**config.mk**
```make
export PLATFORM = sky130hd
export DESIGN_NAME = lvd_monitor
export DESIGN_NICKNAME = d
export VERILOG_FILES = /design/src/rtl/lvd_pkg.sv /design/src/rtl/lvd_ctrl.sv /design/src/rtl/lvd_data.sv /design/src/rtl/lvd_monitor.sv
export SDC_FILE = /design/constraint.sdc
export NUM_CORES = 1
export LEC_CHECK = 0
export BUFFER_PORTS_ARGS = -buffer_cell sky130_fd_sc_hd__buf_2
export CAP_MARGIN = 20
export CORE_UTILIZATION = 45
export CTS_CLUSTER_SIZE = 8
export DETAILED_ROUTE_END_ITERATION = 10
export GPL_ROUTABILITY_DRIVEN = 0
export PLACE_DENSITY_LB_ADDON = 0.25
export SLEW_MARGIN = 5
export SYNTH_ARGS = -nofsm -noshare
export SYNTH_HDL_FRONTEND = slang
export SYNTH_SLANG_ARGS = --single-unit
```
**constraint.sdc**
```tcl
create_clock -name clk -period 2.6 [get_ports clk]
set_input_delay 0.26 -clock clk [delete_from_list [all_inputs] [get_ports clk]]
set_output_delay 0.26 -clock clk [all_outputs]
set_load 0.01 [all_outputs]
```
**src/rtl/lvd_pkg.sv**
```systemverilog
package lvd_pkg;
  // Strobes passed from the window control to the flag datapath
  typedef struct packed {
    logic inWindow;   // counter is inside the sampling window
    logic sampleNow;  // armed and on the last cycle of the window
  } lvdStrobe_t;
endpackage

```
**src/rtl/lvd_ctrl.sv**
```systemverilog
module lvd_ctrl
  import lvd_pkg::*;
#(
  parameter int PERIOD_CYCLES = 32768,
  parameter int WINDOW_CYCLES = 512
) (
  input  logic       clk,
  input  logic       rstN,
  input  logic       flag,
  output lvdStrobe_t strobe,
  output logic       compEn
);
  localparam int CW = $clog2(PERIOD_CYCLES);
  localparam logic [CW-1:0] LAST_CNT = CW'(PERIOD_CYCLES - 1);
  localparam logic [CW-1:0] WIN_LAST = CW'(WINDOW_CYCLES - 1);

  logic [CW-1:0] cnt;
  logic          armed;
  logic          wrap;

  assign wrap = (cnt == LAST_CNT);

  always_ff @(posedge clk or negedge rstN) begin
    if (!rstN) begin
      cnt   <= '0;
      armed <= 1'b1;
    end else begin
      cnt   <= wrap ? '0 : cnt + 1'b1;
      // re-arm only at a period boundary; drop out as soon as the flag is up
      armed <= wrap ? !flag : (armed && !flag);
    end
  end

  always_comb begin
    strobe.inWindow  = (cnt <= WIN_LAST);
    strobe.sampleNow = armed && (cnt == WIN_LAST);
    compEn           = armed && strobe.inWindow;
  end

  // enable only inside the window
  a_r2_en_in_window: assert property (@(posedge clk) disable iff (!rstN)
    compEn |-> (cnt <= WIN_LAST));
  // no enable while the flag is set
  a_r5_no_en_when_flag: assert property (@(posedge clk) disable iff (!rstN)
    flag |-> !compEn);
  // sampling arms only at the start of a period
  a_r7_rearm_at_boundary: assert property (@(posedge clk) disable iff (!rstN)
    $rose(armed) |-> (cnt == '0));
endmodule

```
**src/rtl/lvd_data.sv**
```systemverilog
module lvd_data
  import lvd_pkg::*;
#(
  parameter int STATUS_W = 8,
  parameter int FLAG_BIT = 1
) (
  input  logic                clk,
  input  logic                rstN,
  input  logic                compLowIn,
  input  logic                statusRead,
  input  lvdStrobe_t          strobe,
  output logic                flag,
  output logic [STATUS_W-1:0] statusByte
);
  logic syncA, syncB;
  logic detect;

  always_ff @(posedge clk or negedge rstN) begin
    if (!rstN) begin
      syncA <= 1'b0;
      syncB <= 1'b0;
    end else begin
      syncA <= compLowIn;
      syncB <= syncA;
    end
  end

  assign detect = strobe.sampleNow && syncB;

  // set has priority over a concurrent read-clear
  always_ff @(posedge clk or negedge rstN) begin
    if (!rstN)           flag <= 1'b0;
    else if (detect)     flag <= 1'b1;
    else if (statusRead) flag <= 1'b0;
  end

  always_comb begin
    statusByte           = '0;
    statusByte[FLAG_BIT] = flag;
  end

  // a detection sets the flag
  a_r4_detect_sets: assert property (@(posedge clk) disable iff (!rstN)
    detect |=> flag);
  // a read on the detection cycle does not lose it
  a_r8_read_race: assert property (@(posedge clk) disable iff (!rstN)
    (detect && statusRead) |=> flag);
  // a read without detection clears
  a_r6_read_clears: assert property (@(posedge clk) disable iff (!rstN)
    (statusRead && !strobe.sampleNow) |=> !flag);
  // the flag only rises after a sample strobe
  a_r3_set_only_on_sample: assert property (@(posedge clk) disable iff (!rstN)
    $rose(flag) |-> $past(strobe.sampleNow));
  // without a read the flag holds
  a_r5_sticky: assert property (@(posedge clk) disable iff (!rstN)
    (flag && !statusRead) |=> flag);
endmodule

```
**src/rtl/lvd_monitor.sv**
```systemverilog
module lvd_monitor
  import lvd_pkg::*;
#(
  parameter int PERIOD_CYCLES = 32768,
  parameter int WINDOW_CYCLES = 512
) (
  input  logic       clk,
  input  logic       rstN,
  input  logic       compLowIn,
  input  logic       statusRead,
  output logic       compEn,
  output logic [7:0] statusByte
);
  lvdStrobe_t strobe;
  logic       flag;

  lvd_ctrl #(
    .PERIOD_CYCLES(PERIOD_CYCLES),
    .WINDOW_CYCLES(WINDOW_CYCLES)
  ) u_ctrl (
    .clk    (clk),
    .rstN   (rstN),
    .flag   (flag),
    .strobe (strobe),
    .compEn (compEn)
  );

  lvd_data #(
    .STATUS_W(8),
    .FLAG_BIT(1)
  ) u_data (
    .clk        (clk),
    .rstN       (rstN),
    .compLowIn  (compLowIn),
    .statusRead (statusRead),
    .strobe     (strobe),
    .flag       (flag),
    .statusByte (statusByte)
  );
endmodule

```
Word-level counts from Yosys, hierarchy flattened:

Index checks and enable logic that the tools add are counted.

* register bits after elaboration: 19
* output and inout bits: 9
* logic and storage cells: 19

* add/sub/neg operators: 1
* magnitude comparators: 1
* equal/unequal tests: 2
* muxes and demuxes: 4
* reductions and logical operators: 6

Operator list (count)
* $add A15 B1 Y15 const B: 1
* $eq A15 B15 Y1 const B: 1
* $eq A15 B9 Y1 const B: 1
* $le A15 B9 Y1 const B: 1
* $mux W15: 1
* $logic_and A1 B1 Y1: 4
* $mux W1: 3
* $reduce_bool A2 Y1: 1
* $logic_not A1 Y1: 1

Logic depth before layout (Yosys ltp):

* word-level depth: 4
* mapped depth: 6
* depth with buffers taken out: 5

By module:

From an unflattened synthesis, not the netlist that was laid out.

* cell total of the unflattened synthesis: 90
* area total of the unflattened synthesis: 938.4 um^2

Modules (own cells, without submodules)
* lvd_ctrl: times used 1, cells an instance 75, area an instance 783.3 um^2
* lvd_data: times used 1, cells an instance 15, area an instance 155.1 um^2

Worst setup path before layout:

OpenSTA, ideal clock, no wires.

* path kind: register -> output
* start: reg u_ctrl.cnt[2]
* end: out compEn
* arrival: 1178 ps
* data required time: 2340 ps
* path slack: 1162 ps
* stages on the path, launching flop included: 5
* buffers on the path: 0
* cell sequence: dfrtp_1 > nand4_4 > nor3_1 > o21ai_0 > and3_1

* longest elaborated chain between the ends: 2

RTL lines
* start: declaration: RTL line lvd_ctrl.sv:17 `logic [CW-1:0] cnt;`
* start signal: assignment: RTL line lvd_ctrl.sv:28 `cnt <= wrap ? '0 : cnt + 1'b1;`
* $le A15 B9 Y1: RTL line lvd_ctrl.sv:35 `strobe.inWindow = (cnt <= WIN_LAST);`
* $logic_and A1 B1 Y1: RTL line lvd_ctrl.sv:37 `compEn = armed && strobe.inWindow;`
* end: declaration: RTL line lvd_monitor.sv:11 `output logic compEn,`

Every way passes these cells.

Worst setup path after layout:

Ends and elaborated chain as after synthesis.

==> summary.txt <==
GRT
  – Initial antenna violation count: 0
  – Global route overflow: 0
  – Total track usage: 15.04%
  – Vias in the first global route: between 500 and 600
  – First-pass GRT wire length: 2.277 mm
  – Largest net degree at the start of global routing: 20

Place
  – Dpl ws: 952.4 ps
  – HPWL Detailed: between 1 and 1.5 mm
  – Port Buffers: 5

Route
  – Routed vias/inst: around 5.0
  – Routed vias: 573
  – DRC: 0
  – Drt total wl: between 1 and 1.5 mm
  – Iteration-0 DRC Markers: 5
  – DR pass1 iterations: 4
  – Antenna viol nets, final: 0
  – Post-DR wirelength/cell: ~12 um

Setup path
  – Top delay family on crit path: simple AND/OR/NAND/NOR gates
  – Buf+Inv Stages, Crit Path: 1
  – Critical path endpoint category: output port
  – Crit path launch type: flip-flop
  – Worst Setup Path Type: reg -> out
  – Reg2reg setup slack: a little over 1000 ps
  – Cell Chain, Critical Path: nand4_4 -> nor3_1 -> o21ai_0 -> and3_1 -> buf_2
  – RR Startpoint: u_ctrl.cnt[0]
  – Crit-path max cell delay: between 400 and 500 ps
  – Reg2reg end: u_ctrl.cnt[5]
  – Worst R2R Path Depth: 5
  – Slowest cell on crit path: dfrtp_1
  – Worst-path fanout max: 6
  – Crit path required time: approximately 2300 ps
  – Worst path arrival time: 1740 ps

Synthesis
  – Top cell type's share of synthesized area: 49.79%
  – Synth top cells by count: dfrtp_1, buf_4, nor2_1, xnor2_1, nand3_1
  – Number of synthesized flops with an enable pin: 0
  – Ys Warns: 0
  – Mapped Cells: 83
  – Library cells used by synthesis: 23
  – Synth area leaders: dfrtp_1, xnor2_1, buf_4
  – Mapped Area: between 900 and 1000 um^2
  – Largest area contributor in the netlist: dfrtp_1
  – Count leader, synth: dfrtp_1
  – Sequential element share of the synthesized area: 52.70%
  – Post-synth ARST share: between 90% and 100%
  – Post-synth top flop: dfrtp_1
  – Syn Area/Cell: around 11 um^2
  – Flops & latches, synth: 19

Clock tree
  – Clock sinks: 19
  – Setup repair bufs after CTS: 0
  – CTS H-tree depth: 1
  – Skew-Pair Late Insertion Delay: between 200 and 300 ps
  – Worst-case clock buffer depth: 2
  – CTS Buf Count: 3
  – CTS tree: done
  – Post-cts repair resize count: 0
  – CTS Root Cell: clkbuf_4
  – Worst-path clk slew: approximately 100 ps

Cells and area
  – Final Util: 52.85%
  – Final #Nets: between 90 and 100
  – N_diodes: 0
  – Proportion of layout cells with a drive suffix above 1: about an eighth
  – Synth-to-Final Area Change: 5.256%

Pwr
  – Total Power: roughly 0.46 mW
  – Comb pwr share: about 2.8%
  – Peak VDD IR: approximately 0.32 mV
  – Power Density: approximately 480 nW/um^2
  – Share of total power in the clock network: between 30% and 40%
  – Switching portion of total power: a little over a fifth
  – P_leak: roughly 0.42 nW
  – Net Sw Power: around 0.098 mW
  – Reg power frac: about two thirds
  – Power Internal: around 0.36 mW

Worst hold path
  – Hold/Removal Path Class: in -> reg
  – Hold endpoint: u_data.syncA
  – WHS Path Cells: 1
  – Min-delay src: compLowIn

Flow run
  – Max-Cap Viols: 0

Floorplan
  – Io pins: 13
  – Row count: 15
  – Die area: roughly 2200 um^2
  – Initial core utilization: about half
  – Core area: ~1800 um^2
  – Die Y: between 40 and 50 um
  – Die X: 46.84 um

Timing
  – Tcrit/Tclk final: 76.91%
  – Fmax: between 0.5 and 0.6 GHz
  – Pins Over Slew Limit: 0
  – Hold slack: 64.28 ps
  – RSZ-0062 raised after global routing: no
  – Setup Skew: between 2 and 2.5 ps
  – Final hold vios: 0
  – Final WS setup: roughly 600 ps
  – Finish-stage setup viols: 0
  – Post-layout min period: ~2000 ps
  – Setup TNS: 0 ps

Outcome
  – Status: completed
## cell type report
cell class | count | area, um^2
fill | 174 | 849.6
sequential | 19 | 476.7
multi-input combinational | 59 | 375.4
timing repair buffer | 6 | 35.03
tap | 25 | 31.28
clock buffer | 4 | 26.28
inverter | 2 | 7.507
## worst register-to-register path, delay by kind of cell (launching register included)
kind,cells,cell delay (ps)
flip-flops,1,430
AND/OR/NAND/NOR,4,800
adder cells (fa/ha/maj),1,250
## kinds of logic (layout without fill, tap and decap cells)
logic type,count (synthesis),in the layout,share of synthesized area [%]
simple gates,35,35,22.54
xor+xnor,13,13,12.59
compound gates,3,3,2.075
fa+ha+maj,1,1,1.383
flops,19,19,52.70
buf+inv,11,12,8.299
other cells,1,7,0.4145
## power by group through the flow
stage / clock network [mW] / logic [mW] / registers, mW
after detailed placement: 0 / 0.0122 / 0.303
final: 0.147 / 0.0128 / 0.297
after global routing: 0.162 / 0.0153 / 0.298
after global placement: 0 / 0.0121 / 0.303
after floorplan: 0 / 0.0122 / 0.303
after CTS: 0.157 / 0.0134 / 0.297
## placed cells by master (no fill, tap or decap)
master         netlist  layout
and3_1               3       3
and4_1               1       1
buf_2                0       5
clkbuf_1             0       1
clkbuf_4             0       3
conb_1               1       7
dfrtp_1             18      18
dfstp_2              1       1
dlygate4sd3_1        0       1
ha_1                 1       1
inv_1                2       2
nand2_1              4       4
nand3_1              8       8
nand4_1              2       2
nand4_4              1       1
nor2_1               9       9
nor2_4               1       1
nor2b_1              1       1
nor3_1               3       3
nor4_2               1       1
nor4b_1              1       1
o21a_1               1       1
o21ai_0              1       1
o22ai_1              1       1
xnor2_1              9       9
xor2_1               4       4
## per-layer routing
metal / wire [um] / share of wire [%] / GRT usage (%) / vias up
li1: - / - / - / 277
met1: 688 / 50 / 21.32 / 271
met4: 16 / 1.2 / 6.857 / 0
met2: 583 / 43 / 21.94 / 23
met3: 81 / 5.9 / 3.462 / 2
met5: 0 / 0 / 0 / -
## repair_timing
action / 4_1_cts / 5_1_grt
hold buffers: 1 / 0
setup endpoints to repair: 0 / 0
hold endpoints to repair: 18 / 0
## registers in the layout (all words and copies together) (netlist names)
name,cells
u_data.syncA,1
u_data.syncB,1
u_data.flag,1
u_ctrl.cnt,15
u_ctrl.armed,1
## how the worst max path moves through the flow
stage | from | to | slack [ps] | cells after the start
global placement | u_ctrl.cnt[2] | compEn | 1020 | 5
detailed placement | u_ctrl.cnt[2] | compEn | 950 | 5
finish | u_ctrl.cnt[2] | compEn | 600 | 5
floorplan | u_ctrl.cnt[2] | compEn | 1160 | 4
CTS | u_ctrl.cnt[2] | compEn | 610 | 5
global route | u_ctrl.cnt[2] | compEn | 520 | 5
## per-stage QoR
step	area [um^2]	std cells
floorplan	927.1	89
global placement	915.9	110
detailed placement	915.9	110
CTS	952.2	115
global route	952.2	115
finish	952.2	115
Note: power is estimated with default switching activity, not from simulation.
